### src/rtl/icc_pkg.sv
// Shared definitions for the interrupt claim core.
// Assumes: cfg_kind ports carry one of the codes below; other codes are ignored.
package icc_pkg;
    typedef enum logic [1:0] {
        CFG_PRIO   = 2'd0,
        CFG_ENABLE = 2'd1,
        CFG_THRESH = 2'd2
    } cfg_kind_e;

    // Returns the larger of two integers, used for derived port widths.
    function automatic int imax(input int a, input int b);
        return (a > b) ? a : b;
    endfunction
endpackage

### src/rtl/icc_config.sv
// Configuration store: priority per source, enable mask and threshold per
// target. Every bit of each field is writable, so any value is a legal level.
// Assumes: cfg_idx selects a source ID (1..N_SRC) for priority writes and a
// target index (0..N_TGT-1) for enable and threshold writes.
module icc_config
    import icc_pkg::*;
#(
    parameter int N_SRC  = 8,
    parameter int N_TGT  = 2,
    parameter int PRIO_W = 3,
    parameter int IDX_W  = 4,
    parameter int CFG_W  = 8
) (
    input  logic                      clk,
    input  logic                      rst_n,
    input  logic                      cfg_we,
    input  logic [1:0]                cfg_kind,
    input  logic [IDX_W-1:0]          cfg_idx,
    input  logic [CFG_W-1:0]          cfg_wdata,
    output logic [N_SRC*PRIO_W-1:0]   prio_flat,
    output logic [N_TGT*N_SRC-1:0]    en_flat,
    output logic [N_TGT*PRIO_W-1:0]   thr_flat
);
    cfg_kind_e kind;
    assign kind = cfg_kind_e'(cfg_kind);

    for (genvar s = 0; s < N_SRC; s++) begin : g_prio
        // Store the priority of source ID s+1.
        always_ff @(posedge clk) begin
            if (!rst_n)
                prio_flat[s*PRIO_W +: PRIO_W] <= '0;
            else if (cfg_we && kind == CFG_PRIO && cfg_idx == IDX_W'(s + 1))
                prio_flat[s*PRIO_W +: PRIO_W] <= cfg_wdata[PRIO_W-1:0];
        end
    end

    for (genvar t = 0; t < N_TGT; t++) begin : g_tgt
        // Store the enable mask of target t.
        always_ff @(posedge clk) begin
            if (!rst_n)
                en_flat[t*N_SRC +: N_SRC] <= '0;
            else if (cfg_we && kind == CFG_ENABLE && cfg_idx == IDX_W'(t))
                en_flat[t*N_SRC +: N_SRC] <= cfg_wdata[N_SRC-1:0];
        end

        // Store the threshold of target t.
        always_ff @(posedge clk) begin
            if (!rst_n)
                thr_flat[t*PRIO_W +: PRIO_W] <= '0;
            else if (cfg_we && kind == CFG_THRESH && cfg_idx == IDX_W'(t))
                thr_flat[t*PRIO_W +: PRIO_W] <= cfg_wdata[PRIO_W-1:0];
        end
    end
endmodule

### src/rtl/icc_claim_arb.sv
// Claim arbiter: for every target, finds the highest-priority pending and
// enabled source above the target threshold; ties go to the lower ID.
// Targets are served in order of increasing index, and a claiming target
// removes its winner from what later targets can see.
// Assumes: pend is the registered pending vector; clr is applied at the edge.
module icc_claim_arb #(
    parameter int N_SRC  = 8,
    parameter int N_TGT  = 2,
    parameter int PRIO_W = 3,
    parameter int ID_W   = 4
) (
    input  logic [N_SRC-1:0]          pend,
    input  logic [N_TGT-1:0]          claim_req,
    input  logic [N_TGT*N_SRC-1:0]    en_flat,
    input  logic [N_SRC*PRIO_W-1:0]   prio_flat,
    input  logic [N_TGT*PRIO_W-1:0]   thr_flat,
    output logic [N_TGT*ID_W-1:0]     win_flat,
    output logic [N_SRC-1:0]          clr
);
    // Sequential scan: targets in index order, sources in ascending ID.
    always_comb begin
        logic [N_SRC-1:0]  taken;
        logic [PRIO_W-1:0] best_p;
        logic [ID_W-1:0]   best_id;
        logic [N_SRC-1:0]  best_hot;
        taken    = '0;
        win_flat = '0;
        for (int t = 0; t < N_TGT; t++) begin
            best_p   = thr_flat[t*PRIO_W +: PRIO_W];
            best_id  = '0;
            best_hot = '0;
            for (int s = 0; s < N_SRC; s++) begin
                if (pend[s] && !taken[s] && en_flat[t*N_SRC + s] &&
                    prio_flat[s*PRIO_W +: PRIO_W] > best_p) begin
                    best_p   = prio_flat[s*PRIO_W +: PRIO_W];
                    best_id  = ID_W'(s + 1);
                    best_hot = '0;
                    best_hot[s] = 1'b1;
                end
            end
            win_flat[t*ID_W +: ID_W] = best_id;
            if (claim_req[t])
                taken = taken | best_hot;
        end
        clr = taken;
    end
endmodule

### src/rtl/icc_notify.sv
// Notification for one target: high when any pending, enabled source has a
// priority strictly above the target threshold.
// Assumes: inputs are registered core state; the output is combinational.
module icc_notify #(
    parameter int N_SRC  = 8,
    parameter int PRIO_W = 3
) (
    input  logic [N_SRC-1:0]          pend,
    input  logic [N_SRC-1:0]          en,
    input  logic [N_SRC*PRIO_W-1:0]   prio_flat,
    input  logic [PRIO_W-1:0]         thr,
    output logic                      eip
);
    logic [N_SRC-1:0] above;

    for (genvar s = 0; s < N_SRC; s++) begin : g_cmp
        assign above[s] = prio_flat[s*PRIO_W +: PRIO_W] > thr;
    end

    // Reduce the qualifying sources to one level.
    always_comb eip = |(pend & en & above);
endmodule

### src/rtl/icc_complete.sv
// Completion router: turns per-target completion writes into one-cycle
// pulses towards the gateways, dropping any for a source the target has
// not enabled.
// Assumes: ID 0 or IDs above N_SRC match no source and are dropped.
module icc_complete #(
    parameter int N_SRC = 8,
    parameter int N_TGT = 2,
    parameter int ID_W  = 4
) (
    input  logic                      clk,
    input  logic                      rst_n,
    input  logic [N_TGT-1:0]          cmpl_we,
    input  logic [N_TGT*ID_W-1:0]     cmpl_id,
    input  logic [N_TGT*N_SRC-1:0]    en_flat,
    output logic [N_SRC-1:0]          gw_done
);
    logic [N_SRC-1:0] hit;

    // Decode the completions that pass the enable gate.
    always_comb begin
        hit = '0;
        for (int t = 0; t < N_TGT; t++) begin
            for (int s = 0; s < N_SRC; s++) begin
                if (cmpl_we[t] && cmpl_id[t*ID_W +: ID_W] == ID_W'(s + 1) &&
                    en_flat[t*N_SRC + s])
                    hit[s] = 1'b1;
            end
        end
    end

    // Register the pulses towards the gateways.
    always_ff @(posedge clk) begin
        if (!rst_n) gw_done <= '0;
        else        gw_done <= hit;
    end
endmodule

### src/rtl/irq_claim_core.sv
// Prioritized interrupt claim core: pending flags, configuration store,
// per-target notification, atomic claims and gated completions.
// Assumes: gateways hold or pulse gw_req; one claim and one completion per
// target per cycle at most.
module irq_claim_core
    import icc_pkg::*;
#(
    parameter int N_SRC  = 8,
    parameter int N_TGT  = 2,
    parameter int PRIO_W = 3,
    localparam int ID_W  = $clog2(N_SRC + 1),
    localparam int TGT_W = (N_TGT > 1) ? $clog2(N_TGT) : 1,
    localparam int IDX_W = imax(ID_W, TGT_W),
    localparam int CFG_W = imax(N_SRC, PRIO_W)
) (
    input  logic                      clk,
    input  logic                      rst_n,
    input  logic [N_SRC-1:0]          gw_req,
    output logic [N_SRC-1:0]          gw_done,
    input  logic                      cfg_we,
    input  logic [1:0]                cfg_kind,
    input  logic [IDX_W-1:0]          cfg_idx,
    input  logic [CFG_W-1:0]          cfg_wdata,
    input  logic [N_TGT-1:0]          claim_req,
    output logic [N_TGT*ID_W-1:0]     claim_id,
    input  logic [N_TGT-1:0]          cmpl_we,
    input  logic [N_TGT*ID_W-1:0]     cmpl_id,
    output logic [N_TGT-1:0]          eip
);
    logic [N_SRC-1:0]          pend_q;
    logic [N_SRC-1:0]          clr;
    logic [N_SRC*PRIO_W-1:0]   prio_flat;
    logic [N_TGT*N_SRC-1:0]    en_flat;
    logic [N_TGT*PRIO_W-1:0]   thr_flat;
    logic [N_TGT*ID_W-1:0]     win_flat;

    icc_config #(
        .N_SRC(N_SRC), .N_TGT(N_TGT), .PRIO_W(PRIO_W),
        .IDX_W(IDX_W), .CFG_W(CFG_W)
    ) u_config (
        .clk(clk), .rst_n(rst_n), .cfg_we(cfg_we), .cfg_kind(cfg_kind),
        .cfg_idx(cfg_idx), .cfg_wdata(cfg_wdata),
        .prio_flat(prio_flat), .en_flat(en_flat), .thr_flat(thr_flat)
    );

    icc_claim_arb #(
        .N_SRC(N_SRC), .N_TGT(N_TGT), .PRIO_W(PRIO_W), .ID_W(ID_W)
    ) u_arb (
        .pend(pend_q), .claim_req(claim_req), .en_flat(en_flat),
        .prio_flat(prio_flat), .thr_flat(thr_flat),
        .win_flat(win_flat), .clr(clr)
    );

    icc_complete #(
        .N_SRC(N_SRC), .N_TGT(N_TGT), .ID_W(ID_W)
    ) u_complete (
        .clk(clk), .rst_n(rst_n), .cmpl_we(cmpl_we), .cmpl_id(cmpl_id),
        .en_flat(en_flat), .gw_done(gw_done)
    );

    // Pending flags: accept a request only into a clear flag, drop claimed ones.
    always_ff @(posedge clk) begin
        if (!rst_n) pend_q <= '0;
        else        pend_q <= (pend_q & ~clr) | (gw_req & ~pend_q);
    end

    for (genvar t = 0; t < N_TGT; t++) begin : g_tgt
        icc_notify #(.N_SRC(N_SRC), .PRIO_W(PRIO_W)) u_notify (
            .pend(pend_q), .en(en_flat[t*N_SRC +: N_SRC]),
            .prio_flat(prio_flat), .thr(thr_flat[t*PRIO_W +: PRIO_W]),
            .eip(eip[t])
        );

        // Capture the claim result of target t.
        always_ff @(posedge clk) begin
            if (!rst_n)
                claim_id[t*ID_W +: ID_W] <= '0;
            else if (claim_req[t])
                claim_id[t*ID_W +: ID_W] <= win_flat[t*ID_W +: ID_W];
        end
    end
endmodule

### config.mk
export PLATFORM = sky130hd
export DESIGN_NAME = irq_claim_core
export DESIGN_NICKNAME = d
export VERILOG_FILES = /design/src/rtl/icc_pkg.sv /design/src/rtl/icc_config.sv /design/src/rtl/icc_claim_arb.sv /design/src/rtl/icc_notify.sv /design/src/rtl/icc_complete.sv /design/src/rtl/irq_claim_core.sv
export SDC_FILE = /design/constraint.sdc
export NUM_CORES = 1
export LEC_CHECK = 0
export BUFFER_PORTS_ARGS = -buffer_cell sky130_fd_sc_hd__buf_2
export CAP_MARGIN = 0
export CORE_MARGIN = 4
export CORE_UTILIZATION = 55
export DETAILED_ROUTE_END_ITERATION = 12
export GPL_TIMING_DRIVEN = 0
export HOLD_SLACK_MARGIN = 0.1
export PLACE_DENSITY = 0.72
export SLEW_MARGIN = 40
export SYNTH_ARGS = -nofsm -noshare
export SYNTH_HDL_FRONTEND = slang
export SYNTH_SLANG_ARGS = --single-unit
### constraint.sdc
create_clock -name clk -period 59.6 [get_ports clk]
set_input_delay 2.98 -clock clk [delete_from_list [all_inputs] [get_ports clk]]
set_output_delay 2.98 -clock clk [all_outputs]
set_load 0.005 [all_outputs]
==> impl_metrics.json, run 1 <==
{
  "worstSetupStartpoint": "u_config.thr_flat[2]",
  "gr-total-overflow": 0,
  "rsz0062_at_grt": "false",
  "dieArea_um2": 12720,
  "stdcell_count": 934,
  "drt_iter0_drc": 438,
  "grt_pass1_wl_um": 29290,
  "gp_congestion": 0.9587,
  "cts_made_buffers": 9,
  "final_area_um2": 6665,
  "ioPinCount": 55,
  "ys.flop_type": "dfxtp_1",
  "synth_edf_count": 0,
  "yosysSeqAreaShare_pct": 23.21,
  "rr_endpoint": "pend_q[3]",
  "fin_nets": 900,
  "dp.cells": 918,
  "drc": 0,
  "drtAntennaViolNets": 0,
  "setup.worst_path.end_class": "flop",
  "worst_setup_path_start_kind": "flop",
  "placed_area_um2": 6491,
  "hold_violations": 0,
  "cts_resized": 0,
  "dp_hpwl_um": 14680,
  "track_usage_pct": 28.75,
  "slowest_delay_ns": 0.57,
  "totalWireLength_um": 18220,
  "hold_buffers": 0,
  "cts_setup_buffers": 0,
  "area_growth_pct": 10.38,
  "h-tree-depth": 3,
  "via_count": 6026,
  "power_density_nw_per_um2": 13.99,
  "synth_cell_type_count": 73,
  "synthArstFlopShare_pct": 0,
  "peakVddDrop_mv": 0.01562,
  "status": "finished clean",
  "clockRootBuffer": "clkbuf_8",
  "hold_ws_ns": 0.4697,
  "cp.required_ns": 59.86,
  "drtPass1Iterations": 5,
  "wl_per_cell_um": 19.51,
  "cts.sinks": 70,
  "fin_skew_ns": 0.01377,
  "r2r_start": "u_config.thr_flat[2]",
  "drive_gt1_share_pct": 12.91,
  "postSynthCellCount": 729,
  "cts_tree": "built",
  "top_layer": "met4",
  "ys_warn_count": 0,
  "hp-class": "reg -> reg",
  "core_area_um2": 10510,
  "grt_max_degree": 14,
  "met1_length_um": 8085,
  "power.leakage_nw": 2.613,
  "worst_path_most_repeated_cell": "ha_1",
  "cts_buffer_depth": 2,
  "antenna_found_initial": 0,
  "io_buffer_count": 53,
  "clkLatencyLatePin_ns": 0.38,
  "wl_met2_um": 8302,
  "slowest_stage": "a21boi_0",
  "fmax_mhz": 42.90,
  "clkTransAtPathRegs_ns": 0.09,
  "grt_pass1_vias": 5971,
  "diodes": 0,
  "worst_ep_arrival_time_ns": 23.58,
  "holdCritStartpoint": "claim_id[6]",
  "cp_num_buf_inv": 4,
  "crit_type": "reg -> reg",
  "whs_path_depth": 2,
  "critical_path_peak_fanout": 10,
  "start_util_pct": 57.46,
  "fin_tns_setup_ns": 0,
  "power.total_w": 0.00009326,
  "cap_violations": 0,
  "std_cell_rows": 37,
  "syn_area_um2": 6038,
  "syn-num-nets": 836,
  "ys_ff_latch": 70,
  "routed_via_density": 6.452,
  "r2r_setup_slack_ns": 36.29,
  "final_max_slew_viol_count": 0,
  "max_slew.worst_pin.slew_ns": 0.7621,
  "die_h_um": 112.8,
  "crit_family": "compound AO/OA/AOI/OAI gates",
  "hold_path_end": "claim_id[6]",
  "setup_viol": 0,
  "finalCritPeriodShare_pct": 39.11,
  "worstRegToRegCells": 100,
  "fin_crit_ns": 23.31,
  "fp.dieW_um": 112.8,
  "wl_met3_um": 1261,
  "slew-limit-headroom_pct": 49.19,
  "syn_area_per_cell_um2": 8.283
}
## worst max path at each step
| stage | to | slack [ns] | cells past startpoint |
|---|---|---|---|
| detailed placement | pend_q[3] | 36.67 | 101 |
| finish | pend_q[3] | 36.29 | 100 |
| global placement | pend_q[3] | 36.77 | 100 |
| floorplan | pend_q[3] | 39.78 | 100 |
| global route | pend_q[3] | 34.93 | 100 |
| CTS | pend_q[3] | 36.57 | 100 |
## routing by layer
metal  GRT usage (%)  up-vias
met4           12.82        0
met5               0        -
met3           4.332       44
met2           47.27      225
met1           37.25     2883
li1                -     2874
## placed cells by master, fill, tap and decap left out, types with 4 or more instances in the layout
| master | n |
|---|---|
| a211oi_1 | 4 |
| a21boi_0 | 15 |
| a21o_1 | 23 |
| a21oi_1 | 37 |
| a311oi_1 | 13 |
| a31oi_1 | 7 |
| and2_1 | 8 |
| and3_1 | 6 |
| buf_2 | 58 |
| buf_4 | 4 |
| clkbuf_1 | 16 |
| clkbuf_8 | 9 |
| dfxtp_1 | 70 |
| ha_1 | 70 |
| inv_1 | 42 |
| mux2i_1 | 52 |
| nand2_1 | 36 |
| nand2b_1 | 11 |
| nand3_1 | 33 |
| nand3b_1 | 6 |
| nand4_1 | 17 |
| nor2_1 | 41 |
| nor2b_1 | 61 |
| nor3_1 | 7 |
| nor3b_1 | 5 |
| nor4_1 | 7 |
| o2111ai_1 | 7 |
| o211ai_1 | 14 |
| o21a_1 | 9 |
| o21ai_0 | 25 |
| o21ai_1 | 10 |
## cell type report
type | count | area, um2
clock inverters | 6 | 46.29
plain buffers | 24 | 111.4
flip-flops and latches | 70 | 1401
fillers | 939 | 3844
repair buffers | 53 | 265.3
inverters | 42 | 157.7
clock buffers | 10 | 127.6
well taps | 136 | 170.2
multi-input cells | 593 | 4385
## power breakdown
| part | internal [W] | switching [W] | leakage, nW |
|---|---|---|---|
| logic | 0.00000345 | 0.00000480 | 1.96 |
| clock network | 0.0000154 | 0.0000212 | 0.0833 |
| registers | 0.0000474 | 0.000000993 | 0.566 |
## registers in the layout (all words and copies together), names as in the netlist
signal / cells
u_complete.gw_done: 8
u_config.thr_flat: 6
pend_q: 8
claim_id: 8
u_config.prio_flat: 24
u_config.en_flat: 16
## stage by stage
stage | worst slack, ns | util (%)
after floorplan | 39.78 | -
after global placement | 36.77 | 61.60
after detailed placement | 36.67 | 61.77
after CTS | 36.57 | 63.42
after global routing | 34.93 | 63.42
final | 36.29 | 63.42
## cells by family (layout without fill, tap and decap cells)
logic type               after synthesis  after routing  synth area share, %
multiplexers                          56             56                9.428
AND/OR/NAND/NOR                      256            256                23.21
flip-flops                            70             70                23.21
buffers and inverters                 66            135                4.455
adder cells (fa/ha/maj)               73             73                15.00
AO/OA/AOI/OAI                        208            208                24.70
## worst reg2reg max path, delay by kind of cell, from the launching register on
| family | cells | cell delay, ns |
|---|---|---|
| multiplexers | 5 | 1.50 |
| adder cells (fa/ha/maj) | 18 | 5.37 |
| AO/OA/AOI/OAI | 46 | 9.90 |
| buffers and inverters | 4 | 0.66 |
| AND/OR/NAND/NOR | 27 | 5.34 |
| flip-flops | 1 | 0.43 |
## cells in the mapped netlist, drive strengths merged, types with 8 or more instances
master / n / area [um2]
dfxtp: 70 / 1401
ha: 70 / 875.8
nor2b: 62 / 395.4
mux2i: 52 / 520.5
nor2: 43 / 161.4
inv: 42 / 157.7
a21oi: 38 / 193.9
nand2: 36 / 135.1
o21ai: 36 / 183.9
nand3: 33 / 165.2
a21o: 23 / 172.7
a21boi: 18 / 135.1
nand4: 17 / 106.4
o211ai: 16 / 130.1
a311oi: 15 / 131.4
clkbuf: 15 / 56.30
nand2b: 11 / 68.82
buf: 9 / 55.05
o21a: 9 / 67.56
a31oi: 8 / 56.30
and2: 8 / 50.05
Note: power is estimated with default switching activity, not from simulation.
==> inputs of run 2 (changes only) <==
Clock period 59.6 ns to 23 ns, I/O delays scaled along.
==> run 2 against run 1 <==
Maximum frequency rose by 6.3%. Sequential share of layout area decreased by 0.21 points. Die area did not move. Critical path type unchanged. Worst hold slack better by 0.00079 ns. Design area rose by 1.0%. Register-to-register slack lost 35 ns. Global-route usage stayed put. First-iteration DRC count grew 11%. Routed wire length increased by 0.92%. Cell count increased by 0.32%. Utilization rose by 0.64 points.
==> impl_metrics.json, run 2 (synthesis results as in run 1) <==
{
  "status": "finished clean",
  "fp.dieW_um": 112.8,
  "std_cell_rows": 37,
  "drtAntennaViolNets": 0,
  "gp_congestion": 0.9587,
  "ioPinCount": 55,
  "slew-limit-headroom_pct": 47.13,
  "stdcell_count": 937,
  "p_seq_share_pct": 51.8,
  "drt_iter0_drc": 488,
  "setup.worst_path.end_class": "flop",
  "dp_hpwl_um": 14680,
  "antenna_found_initial": 0,
  "finalCritPeriodShare_pct": 95.32,
  "clockPowerShare_pct": 39.3,
  "fmax_mhz": 45.61,
  "clockRootBuffer": "clkbuf_8",
  "hold_ws_ns": 0.4705,
  "hold_buffers": 0,
  "internal_power_w": 0.0001717,
  "max_flop_register": "u_config.prio_flat",
  "final_max_slew_viol_count": 0,
  "hp-class": "reg -> reg",
  "cts_made_buffers": 9,
  "slowest_stage": "or3b_2",
  "via_count": 6042,
  "multiInputGateArea_um2": 4431,
  "cap_violations": 0,
  "most-common-layout-cells": "70 x ha_1, 70 x dfxtp_1, 61 x nor2b_1, 58 x buf_2, 52 x mux2i_1",
  "largest_reg_flops": 24,
  "power_density_nw_per_um2": 35.97,
  "crit_type": "reg -> reg",
  "die_h_um": 112.8,
  "power.leakage_nw": 2.633,
  "cp_num_buf_inv": 4,
  "setup_viol": 0,
  "clkTransAtPathRegs_ns": 0.09,
  "area_growth_pct": 11.50,
  "power.total_w": 0.0002422,
  "core_area_um2": 10510,
  "fin_tns_setup_ns": 0,
  "drc": 0,
  "cp.required_ns": 23.26,
  "wl_per_cell_um": 19.63,
  "fillCellCount": 934,
  "cts_tree": "built",
  "combPwrFrac_pct": 8.9,
  "worst_setup_path_start_kind": "flop",
  "power_switching_w": 0.00007047,
  "routed_via_density": 6.448,
  "grt_pass1_vias": 5971,
  "max_slew.worst_pin.slew_ns": 0.7931,
  "worst_path_most_repeated_cell": "ha_1",
  "peakVddDrop_mv": 0.04044,
  "seq_area_um2": 1401,
  "dp_slack_ns": 0.06808,
  "slowest_delay_ns": 0.52,
  "worst_ep_arrival_time_ns": 22.19,
  "fin_crit_ns": 21.92,
  "diodes": 0,
  "track_usage_pct": 28.75,
  "h-tree-depth": 3,
  "swShare_pct": 29.10,
  "cts_buffer_depth": 2,
  "grt_max_degree": 14,
  "start_util_pct": 57.46,
  "io_buffer_count": 53,
  "grt_pass1_wl_um": 29290,
  "reg.largest.list": "u_config.prio_flat (24), u_config.en_flat (16)",
  "dieArea_um2": 12720,
  "fin_nets": 903,
  "dp.cells": 918,
  "gr-total-overflow": 0,
  "totalWireLength_um": 18390,
  "hold_violations": 0,
  "drive_gt1_share_pct": 14.11,
  "cts.sinks": 70,
  "fin_skew_ns": 0.01545,
  "clkLatencyLatePin_ns": 0.38,
  "drtPass1Iterations": 5,
  "fin_ws_ns": 1.076,
  "crit_family": "compound AO/OA/AOI/OAI gates",
  "critical_path_peak_fanout": 10
}
-- run 2: path summary, 6_finish.rpt --
| check | start | end | slack (ns) | depth (start not counted) |
|---|---|---|---|---|
| setup / recovery | u_config.thr_flat[1] | pend_q[3] | 1.08 | 102 |
| hold / removal | claim_id[6] | claim_id[6] | 0.47 | 2 |
| setup reg to reg | u_config.thr_flat[1] | pend_q[3] | 1.08 | 102 |
| hold reg to reg | claim_id[6] | claim_id[6] | 0.47 | 2 |
-- run 2: per-stage QoR --
stage / util [%] / instance area (um2)
global placement: 61.60 / 6474
finish: 64.07 / 6733
CTS: 63.42 / 6665
global route: 64.07 / 6733
floorplan: - / 6038
detailed placement: 61.77 / 6491
-- run 2: layer usage --
metal / vias to the layer above / track usage (%) / wire (um)
li1: 2882 / - / -
met1: 2887 / 37.25 / 8121
met2: 231 / 47.27 / 8409
met3: 42 / 4.332 / 1299
met4: 0 / 12.82 / 558
met5: - / 0 / 0
-- run 2: power by group through the flow --
stage | clock, W | sequential (W) | combinational, W
floorplan | 0 | 0.000127 | 0.0000121
global placement | 0 | 0.000128 | 0.0000201
global route | 0.000100 | 0.000126 | 0.0000235
finish | 0.0000953 | 0.000125 | 0.0000216
detailed placement | 0 | 0.000128 | 0.0000210
CTS | 0.0000952 | 0.000125 | 0.0000211
-- run 2: what timing repair did --
action,CTS,global route
buffers inserted,0,3
gates resized for setup,1,10
setup endpoints to repair,1,12
pin swaps,0,2
-- run 2: cell type report --
cell class	count	area share [%]
Multi-Input combinational cell	593	65.81
Clock buffer	10	1.896
Sequential cell	70	20.81
Clock inverter	6	0.6876
Inverter	42	2.342
Buffer	24	1.654
Timing Repair Buffer	56	4.274
Tap cell	136	2.527
-- run 2: worst register-to-register path: cells and delay by family (launching register included) --
family / cells / cell delay [ns]
AOI/OAI and AO/OA: 46 / 8.45
and+or+nand+nor: 29 / 5.53
adders and majority gates: 18 / 5.19
muxes: 5 / 1.55
buffers and inverters: 4 / 0.65
DFF: 1 / 0.43
==> inputs of run 3 (changes only) <==
Settings changed: TNS_END_PERCENT set to 1.
Clock period 23 ns to 22.1 ns, I/O delays scaled along.
==> run 3 against run 2 <==
Combinational power up 5%. Maximum frequency up 3.9%. First-iteration DRC count down 2.9%. Clock power up 4.0%. Sequential cell count unchanged. Sequential power up 4%. Utilization up 1.0 points. Sequential share of layout area down 0.29 points. Clock skew up 0.0012 ns. Register-to-register slack worse by 0.09 ns. Design area up 1.6%. Non-clock buffer count up 6. Critical path type unchanged. Critical endpoint unchanged. Largest power group unchanged.
==> impl_metrics.json, run 3 (synthesis results as in run 1) <==
{
  "io_buffer_count": 53,
  "clkLatencyLatePin_ns": 0.38,
  "setup_viol": 0,
  "reg.largest.list": "u_config.prio_flat (24), u_config.en_flat (16)",
  "dp.cells": 918,
  "drtAntennaViolNets": 0,
  "core_area_um2": 10510,
  "fin_tns_setup_ns": 0,
  "whs_path_depth": 2,
  "ioPinCount": 55,
  "gp_congestion": 0.9587,
  "peakVddDrop_mv": 0.04224,
  "grtUsageMet2_pct": 47.43,
  "worst_setup_path_start_kind": "flop",
  "power_density_nw_per_um2": 36.88,
  "wl_per_cell_um": 19.54,
  "drt_iter0_drc": 474,
  "status": "finished clean",
  "via_count": 6067,
  "slowest_delay_ns": 0.54,
  "power.leakage_nw": 2.667,
  "max_slew.worst_pin.slew_ns": 0.8246,
  "cap_violations": 0,
  "totalWireLength_um": 18430,
  "largest_reg_flops": 24,
  "crit_type": "reg -> reg",
  "drtPass1Iterations": 5,
  "routed_via_density": 6.434,
  "fin_nets": 909,
  "area_growth_pct": 13.28,
  "drive_gt1_share_pct": 15.86,
  "final_common_cell": "ha_1",
  "fin_ws_ns": 0.9904,
  "holdCritStartpoint": "claim_id[6]",
  "final_max_slew_viol_count": 0,
  "gr-total-overflow": 0,
  "drc": 0,
  "hold_path_end": "claim_id[6]",
  "die_h_um": 112.8,
  "dp_hpwl_um": 14680,
  "grtUsageMet3_pct": 4.652,
  "cts_buffer_depth": 2,
  "grt_max_degree": 14,
  "cp.required_ns": 22.36,
  "slowest_stage": "or3b_2",
  "dieArea_um2": 12720,
  "clockRootBuffer": "clkbuf_8",
  "fp.dieW_um": 112.8,
  "start_util_pct": 57.46,
  "most-common-layout-cells": "70 x ha_1, 68 x dfxtp_1, 61 x nor2b_1, 58 x buf_2, 52 x mux2i_1",
  "finalCritPeriodShare_pct": 95.52,
  "track_usage_pct": 28.89,
  "fmax_mhz": 47.37,
  "r2r_setup_slack_ns": 0.99,
  "h-tree-depth": 3,
  "rr_endpoint": "pend_q[3]",
  "power.total_w": 0.0002523,
  "diodes": 0,
  "fin_crit_ns": 21.11,
  "setup.worst_path.end_class": "flop",
  "r2r_start": "u_config.thr_flat[1]",
  "worst_path_most_repeated_cell": "ha_1",
  "grt.busiest_layer": "met2",
  "antenna_found_initial": 0,
  "cts.sinks": 70,
  "std_cell_rows": 37,
  "met1_usage_pct": 36.99,
  "hold_violations": 0,
  "fin_skew_ns": 0.01664,
  "worstRegToRegCells": 102,
  "stdcell_count": 943,
  "slew-limit-headroom_pct": 45.03,
  "critical_path_peak_fanout": 10,
  "dp_slack_ns": -0.8319,
  "worst_ep_arrival_time_ns": 21.37,
  "hold_buffers": 0,
  "grt_pass1_vias": 6032,
  "clkTransAtPathRegs_ns": 0.09,
  "grt_pass1_wl_um": 29450,
  "cts_tree": "built",
  "cts_made_buffers": 9,
  "max_flop_register": "u_config.prio_flat",
  "hp-class": "reg -> reg"
}
## run 3: worst max-delay path by stage
stage / from / to / cells after the start
final: u_config.thr_flat[1] / pend_q[3] / 102
after global routing: u_config.thr_flat[1] / pend_q[3] / 101
after CTS: u_config.thr_flat[2] / pend_q[3] / 101
after detailed placement: u_config.thr_flat[2] / pend_q[3] / 101
after global placement: u_config.thr_flat[2] / pend_q[3] / 100
after floorplan: u_config.thr_flat[1] / pend_q[3] / 100
## run 3: stage by stage
step	area (um2)	util (%)	hold slack, ns
after floorplan	6038	-	0.4605
after global placement	6474	61.60	0.4531
after detailed placement	6491	61.77	0.4570
after CTS	6695	63.71	0.4715
after global routing	6840	65.09	0.5109
final	6840	65.09	0.4699
## run 3: area by class of cell
cell class	instances	area, um2
Buffer	24	111.4
Clock buffer	10	127.6
Clock inverter	6	46.29
Fill cell	916	3669
Inverter	42	165.2
Multi-Input combinational cell	593	4483
Sequential cell	70	1404
Tap cell	136	170.2
Timing Repair Buffer	62	332.8
## run 3: repair_timing
item,in CTS,in global routing
setup endpoints to repair,11,12
gates cloned,0,0
pin swaps,0,6
resized for setup,7,18
buffers inserted,0,9
## run 3: critical path: cells and delay by family, from the launching register on
| kind | cells | cell delay [ns] |
|---|---|---|
| muxes | 5 | 1.53 |
| DFF | 1 | 0.41 |
| adders and majority gates | 18 | 5.18 |
| AOI/OAI and AO/OA | 46 | 8.08 |
| buffers and inverters | 4 | 0.54 |
| and+or+nand+nor | 29 | 5.24 |
## run 3: where the power goes
part | switching [W] | internal (W)
Combinational | 0.0000132 | 0.00000951
Clock | 0.0000576 | 0.0000415
Sequential | 0.00000268 | 0.000128
## run 3: layer usage
layer,vias to the layer above,wire (um)
met2,226,8412
met4,0,622
met3,48,1330
li1,2896,-
met5,-,0
met1,2897,8065
